<file path="src/rtl/synth_pkg.sv">
package synth_pkg;
  localparam int RATIO_W_DEF = 12;

  typedef enum logic [1:0] {
    V_IDLE,
    V_GOOD,
    V_BAD
  } verdict_t;
endpackage

</file>
<file path="src/rtl/ref_prescaler.sv">
module ref_prescaler #(
  parameter int DIV = 1024
) (
  input  logic clk,
  input  logic rst,
  input  logic ref_en,
  output logic cmp_tick
);
  localparam int W = $clog2(DIV);

  logic [W-1:0] cnt;

  always_ff @(posedge clk) begin
    if (rst) begin
      cnt      <= '0;
      cmp_tick <= 1'b0;
    end else begin
      cmp_tick <= 1'b0;
      if (ref_en) begin
        if (cnt == W'(DIV - 1)) begin
          cnt      <= '0;
          cmp_tick <= 1'b1;
        end else begin
          cnt <= cnt + 1'b1;
        end
      end
    end
  end

  // a comparison tick only ever follows a reference enable
  assert_tick_source_R1: assert property (@(posedge clk) disable iff (rst)
    cmp_tick |-> $past(ref_en));
endmodule

</file>
<file path="src/rtl/prog_divider.sv">
module prog_divider #(
  parameter int W    = 12,
  parameter int NMIN = 100,
  parameter int NMAX = 499
) (
  input  logic         clk,
  input  logic         rst,
  input  logic         if_pulse,
  input  logic [W-1:0] ratio_code,
  output logic         fb_tick,
  output logic         ratio_err
);
  logic         below, above;
  logic [W-1:0] n_clamp, n_act, cnt;

  assign below = ratio_code < W'(NMIN);
  assign above = ratio_code > W'(NMAX);

  always_comb begin
    if (below)      n_clamp = W'(NMIN);
    else if (above) n_clamp = W'(NMAX);
    else            n_clamp = ratio_code;
  end

  always_ff @(posedge clk) begin
    if (rst) begin
      n_act     <= n_clamp;
      cnt       <= '0;
      fb_tick   <= 1'b0;
      ratio_err <= 1'b0;
    end else begin
      fb_tick <= 1'b0;
      if (below || above) ratio_err <= 1'b1;
      if (if_pulse) begin
        if (cnt == n_act - 1'b1) begin
          cnt     <= '0;
          fb_tick <= 1'b1;
          n_act   <= n_clamp;
        end else begin
          cnt <= cnt + 1'b1;
        end
      end
    end
  end

  // the active ratio always lies inside the legal span
  assert_ratio_bounds_R7: assert property (@(posedge clk) disable iff (rst)
    (n_act >= W'(NMIN)) && (n_act <= W'(NMAX)));
  // once raised, the error flag holds
  assert_err_sticky_R8: assert property (@(posedge clk) disable iff (rst)
    ratio_err |=> ratio_err);
  // a feedback tick only ever follows an IF pulse
  assert_tick_source_R2: assert property (@(posedge clk) disable iff (rst)
    fb_tick |-> $past(if_pulse));
endmodule

</file>
<file path="src/rtl/pfd_tristate.sv">
module pfd_tristate (
  input  logic clk,
  input  logic rst,
  input  logic ref_evt,
  input  logic fb_evt,
  output logic up,
  output logic dn
);
  logic up_n, dn_n;

  always_comb begin
    up_n = up | ref_evt;
    dn_n = dn | fb_evt;
    if (up_n && dn_n) begin
      up_n = 1'b0;
      dn_n = 1'b0;
    end
  end

  always_ff @(posedge clk) begin
    if (rst) begin
      up <= 1'b0;
      dn <= 1'b0;
    end else begin
      up <= up_n;
      dn <= dn_n;
    end
  end

  // the two steering requests are mutually exclusive
  assert_pfd_exclusive_R4: assert property (@(posedge clk) disable iff (rst)
    !(up && dn));
  // a raise request starts only after a comparison tick
  assert_up_start_R4: assert property (@(posedge clk) disable iff (rst)
    $rose(up) |-> $past(ref_evt));
  // a lower request starts only after a feedback tick
  assert_dn_start_R4: assert property (@(posedge clk) disable iff (rst)
    $rose(dn) |-> $past(fb_evt));
endmodule

</file>
<file path="src/rtl/lock_qualifier.sv">
module lock_qualifier
  import synth_pkg::*;
#(
  parameter int WIN  = 4,
  parameter int ACQ  = 16,
  parameter int DROP = 2
) (
  input  logic clk,
  input  logic rst,
  input  logic active,
  input  logic eval,
  output logic locked
);
  localparam int RW = $clog2(WIN + 1);
  localparam int GW = $clog2(ACQ + 1);
  localparam int BW = $clog2(DROP + 1);

  logic [RW-1:0] run_q, run_d, peak_q, peak_d;
  logic [GW-1:0] good_q;
  logic [BW-1:0] bad_q;
  verdict_t      verdict;

  always_comb begin
    if (!active)                run_d = '0;
    else if (run_q == RW'(WIN)) run_d = run_q;
    else                        run_d = run_q + 1'b1;
    peak_d = (run_d > peak_q) ? run_d : peak_q;
    if (!eval)                   verdict = V_IDLE;
    else if (peak_d < RW'(WIN))  verdict = V_GOOD;
    else                         verdict = V_BAD;
  end

  always_ff @(posedge clk) begin
    if (rst) begin
      run_q  <= '0;
      peak_q <= '0;
      good_q <= '0;
      bad_q  <= '0;
      locked <= 1'b0;
    end else begin
      run_q  <= run_d;
      peak_q <= eval ? '0 : peak_d;
      case (verdict)
        V_GOOD: begin
          if (locked) bad_q <= '0;
          else if (good_q == GW'(ACQ - 1)) begin
            locked <= 1'b1;
            good_q <= '0;
          end else good_q <= good_q + 1'b1;
        end
        V_BAD: begin
          if (!locked) good_q <= '0;
          else if (bad_q == BW'(DROP - 1)) begin
            locked <= 1'b0;
            bad_q  <= '0;
          end else bad_q <= bad_q + 1'b1;
        end
        default: ;
      endcase
    end
  end

  // lock is only granted on a judgement cycle
  assert_lock_on_tick_R5: assert property (@(posedge clk) disable iff (rst)
    $rose(locked) |-> $past(eval));
  // lock is only withdrawn on a judgement cycle
  assert_drop_on_tick_R6: assert property (@(posedge clk) disable iff (rst)
    $fell(locked) |-> $past(eval));
endmodule

</file>
<file path="src/rtl/synth_lock_core.sv">
module synth_lock_core #(
  parameter int REF_DIV      = 1024,
  parameter int RATIO_W      = synth_pkg::RATIO_W_DEF,
  parameter int N_MIN        = 100,
  parameter int N_MAX        = 499,
  parameter int WIN_CLKS     = 4,
  parameter int ACQ_PERIODS  = 16,
  parameter int DROP_PERIODS = 2
) (
  input  logic               clk,
  input  logic               rst,
  input  logic               ref_en,
  input  logic               if_pulse,
  input  logic [RATIO_W-1:0] ratio_code,
  output logic               cmp_tick,
  output logic               fb_tick,
  output logic               steer_up,
  output logic               steer_dn,
  output logic               ratio_err,
  output logic               lock_ok,
  output logic               exciter_en,
  output logic               display_en,
  output logic               lo2_en
);
  logic pfd_active;

  ref_prescaler #(.DIV(REF_DIV)) u_prescale (
    .clk(clk), .rst(rst), .ref_en(ref_en), .cmp_tick(cmp_tick)
  );

  prog_divider #(.W(RATIO_W), .NMIN(N_MIN), .NMAX(N_MAX)) u_divider (
    .clk(clk), .rst(rst), .if_pulse(if_pulse), .ratio_code(ratio_code),
    .fb_tick(fb_tick), .ratio_err(ratio_err)
  );

  pfd_tristate u_pfd (
    .clk(clk), .rst(rst), .ref_evt(cmp_tick), .fb_evt(fb_tick),
    .up(steer_up), .dn(steer_dn)
  );

  assign pfd_active = steer_up | steer_dn;

  lock_qualifier #(.WIN(WIN_CLKS), .ACQ(ACQ_PERIODS), .DROP(DROP_PERIODS)) u_lock (
    .clk(clk), .rst(rst), .active(pfd_active), .eval(cmp_tick), .locked(lock_ok)
  );

  // all three downstream enables follow the qualified lock flag
  assign exciter_en = lock_ok;
  assign display_en = lock_ok;
  assign lo2_en     = lock_ok;
endmodule

</file>
<file path="config.mk">
export PLATFORM = sky130hd
export DESIGN_NAME = synth_lock_core
export DESIGN_NICKNAME = d
export VERILOG_FILES = /design/src/rtl/synth_pkg.sv /design/src/rtl/ref_prescaler.sv /design/src/rtl/prog_divider.sv /design/src/rtl/pfd_tristate.sv /design/src/rtl/lock_qualifier.sv /design/src/rtl/synth_lock_core.sv
export SDC_FILE = /design/constraint.sdc
export NUM_CORES = 1
export LEC_CHECK = 0
export BUFFER_PORTS_ARGS = -buffer_cell sky130_fd_sc_hd__buf_2
export CORE_AREA = 2 2 73 75
export CTS_BUF_LIST = sky130_fd_sc_hd__clkbuf_16
export DETAILED_ROUTE_END_ITERATION = 6
export DIE_AREA = 0 0 75 77
export PLACE_DENSITY = 0.89
export SETUP_SLACK_MARGIN = 0.4
export SLEW_MARGIN = 5
export SYNTH_ARGS = -nofsm -noshare
export SYNTH_HDL_FRONTEND = slang
export SYNTH_SLANG_ARGS = --single-unit
</file>
<file path="constraint.sdc">
create_clock -name clk -period 4 [get_ports clk]
set_input_delay 0.4 -clock clk [delete_from_list [all_inputs] [get_ports clk]]
set_output_delay 0.4 -clock clk [all_outputs]
set_load 0.02 [all_outputs]
</file>
==> metrics.md <==
| Metric | Value |
|---|---|
| Beginning of the worst register-to-register path | u_divider.n_act[0]$_SDFFCE_PN0P_ |
| Placed Area | 3070 um^2 |
| Max_cap viols | 0 |
| Placer Congestion | just under 0.9 |
| Residual DRC | 0 |
| Worst Hold Class | primary input to flop |
| Clock sinks | between 50 and 60 |
| Fin nets | ~360 |
| Buf+Inv Stages, Crit Path | 1 |
| Final min period | 3.08 ns |
| Hold WS | 0.404 ns |
| Die W | 75 um |
| Final instance area | 3220 um^2 |
| Worst Skew | 0.00641 ns |
| Post-detail-place hpwl | slightly below 4000 um |
| Crit end category | flop |
| Final max-slew violation count | 0 |
| DR vias | between 2000 and 2500 |
| Layout cell share with drive strength beyond 1 | 0.153 |
| Total GRT Usage | 0.207 |
| CP Cell Sequence | inv_1, ha_1, nor2b_1, a31oi_1, nor4b_4, nand4_4, nor2_4, a21o_1 |
| Core Area | 4980 um^2 |
| Slowest stage cell, crit path | edfxtp_1 |
| Relative slew slack | 0.490 |
| Top_reg_cell synth | dfxtp_1 |
| DRT antenna net count | 0 |
| Status | finished, final reports clean |
| Root buffer cell | clkbuf_16 |
| Initial Util | 0.586 |
| H-Tree Depth | 2 |
| Clock-pin transition on the worst setup and hold timing paths | ~0.07 ns |
| Share of the yosys chip area belonging to registers | 0.405 |
| TritonCTS buffer count | 5 |
| Setup_tns | 0 ns |
| Final cell count without fillers | 410 |
| Post-synth EDFFs | 12 |
| Type of origin of the critical path | flop |
| Lkg Pwr | 1.13 nW |
| Final Util | 0.647 |
| Crit-path max cell delay | around 0.47 ns |
| # Post-CTS Setup Buffers | 0 |
| Final Setup Violations | 0 |
| # diodes | 0 |
| Delay-heaviest family, CP | simple AND/OR/NAND/NOR gates |
| Vias in the first global route | 2260 |
| Number of port buffers | 24 |
| Initial DRC Count | 161 |
| Die height | 77 um |
| Largest net degree at the start of global routing | 40 |
| Worst-Margin Slew | 0.764 ns |
| Peak supply drop | 0.000201 V |
| Row cnt | 26 |
| Hold_buf cts | 0 |
| Final wirelength | 5480 um |
| GR Overflow Total | 0 |
| Post-Syn Area per Cell | 9.12 um^2 |
| Ys async rst share | 0 |
| Synthesized flop and latch total | 53 |
| Ranking of synthesized cells by area | dfxtp_1 28%, edfxtp_1 12%, xor2_1 4.8% |
| CP arrival | 3.02 ns |
| Boundary Pins | 25 |
| Post_cts resized | 0 |
| Min-delay src | ratio_code[7] |
| Detail-routed via count per cell | 5.61 |
| Largest area contributor in the netlist | dfxtp_1 |
| CTS tree | yes |
| First-pass GRT wire length | 9500 um |
| M1 GR Usage | 0.249 |
| Fin. Hold Viols | 0 |
| Crit path from | u_divider.n_act[0]$_SDFFCE_PN0P_ |
| Synthesized area | 2920 um^2 |
| Post-Syn Instances | 320 |
| P per Cell Area | approximately 340 nW/um^2 |
| Crit path max fanout | 12 |
| Clock buffer depth | 2 |
| GR Util met3 | 0.0302 |
| Syn-to-layout area delta | 10.4% |
| Synth Warn # | 0 |
| Final worst path period share | 0.769 |
| Fmax | 325 MHz |
| RSZ-0062 raised after global routing | false |
| # placed instances | 402 |
| Met2 Use GR | 0.358 |
| Fill cells | 405 |
| Full die area | 5780 um^2 |
| Synth cell types | 53 |
| Detailed Routing Iterations Pass 1 | 4 |
| Busiest grt layer | met2 |
| Worst Path Required | 3.94 ns |
| Initial antenna violation count | 0 |
| Area share of the largest cell type after synthesis | 0.281 |
| Critical path class | flop to flop |
| Wirelength per Cell | 13.4 um |
| Worst-skew pair later-pin latency | 0.30 ns |
## cell type report
cell class,count,area [um^2],area share
multi-input cells,241,1630,0.505
flip-flops and latches,53,1180,0.367
clock buffers,5,125,0.0388
repair buffers,24,120,0.0373
well taps,70,87.6,0.0272
inverters,14,52.6,0.0163
clock inverters,3,28.8,0.00893
## cells in the mapped netlist, types with 4 or more instances
cell type and number:
a211oi_2 7, a21oi_1 22, a31oi_1 6, clkbuf_1 10, dfxtp_1 41, edfxtp_1 12, ha_1 9, inv_1 14
nand2_1 21, nand2b_1 12, nand3_1 15, nand4_1 7, nor2_1 27, nor2b_1 9, nor3_1 9, nor3b_1 6
nor4_1 4, o211ai_1 5, o21a_1 4, o21ai_0 13, or3_1 4, xnor2_1 9, xor2_1 16
## routing by layer
metal  vias to the layer above  share of wire  wire, um
met3                        10          0.026       143
li1                       1175              -         -
met5                         -              0         0
met4                         0          0.020       112
met2                        43           0.49      2690
met1                      1072           0.46      2540
## report_power, final
part,switching (mW),internal [mW]
Sequential,0.0175,0.560
Clock,0.204,0.240
Combinational,0.0506,0.0351
## final timing paths
| check | end | cells past startpoint | slack [ns] |
|---|---|---|---|
| worst min-delay path | u_divider.n_act[7]$_SDFFCE_PN0P_ | 2 | 0.40 |
| worst max-delay path | u_divider.n_act[2]$_SDFFCE_PN1P_ | 8 | 0.92 |
| worst max register to register | u_divider.n_act[2]$_SDFFCE_PN1P_ | 8 | 0.92 |
| worst min register to register | u_divider.ratio_err$_SDFFE_PP0N_ | 2 | 0.45 |
## worst reg2reg max path, cell delays in order (launching register included)
cell	delay, ns
edfxtp_1	0.47
inv_1	0.10
ha_1	0.16
nor2b_1	0.46
a31oi_1	0.22
nor4b_4	0.33
nand4_4	0.23
nor2_4	0.30
a21o_1	0.46
## through the flow
step	power, mW	worst slack (ns)
finish	1.11	0.923
global route	1.15	0.699
CTS	1.11	0.911
detailed placement	0.675	0.963
global placement	0.670	1.11
floorplan	0.650	1.48
## flip-flops by register name (all words and copies together) (netlist names)
name and flops:
u_lock.peak_q 3, u_prescale.cmp_tick 1, u_prescale.cnt 10, u_pfd.up 1
u_lock.run_q 3, u_lock.good_q 5, u_divider.n_act 12, u_lock.bad_q 2
u_pfd.dn 1, u_lock.locked 1, u_divider.ratio_err 1, u_divider.cnt 12
u_divider.fb_tick 1
## cells in the final DEF, fill, tap and decap left out, types with 2 or more instances in the layout
cell        n
a211oi_2    7
a21o_1      2
a21oi_1    22
a31oi_1     6
and2_1      3
buf_2      24
clkbuf_16   5
conb_1      3
dfxtp_1    41
edfxtp_1   12
ha_1        9
inv_1      14
mux2i_1     2
nand2_1    21
nand2b_1   12
nand3_1    15
nand4_1     7
nor2_1     27
nor2b_1     9
nor3_1      9
nor3b_1     6
nor4_1      4
o211ai_1    5
o21a_1      4
o21ai_0    13
o22ai_1     3
or3_1       4
xnor2_1     9
xor2_1     16
## cells by family after synthesis
| group | synth area share |
|---|---|
| muxes | 0.0107 |
| other | 0.00129 |
| xor gates and xnor gates | 0.0750 |
| adders and majority gates | 0.0386 |
| buffers and inverters | 0.0403 |
| and+or+nand+nor | 0.262 |
| AOI/OAI and AO/OA | 0.167 |
| DFF | 0.405 |
Note: power is estimated with default switching activity, not from simulation.
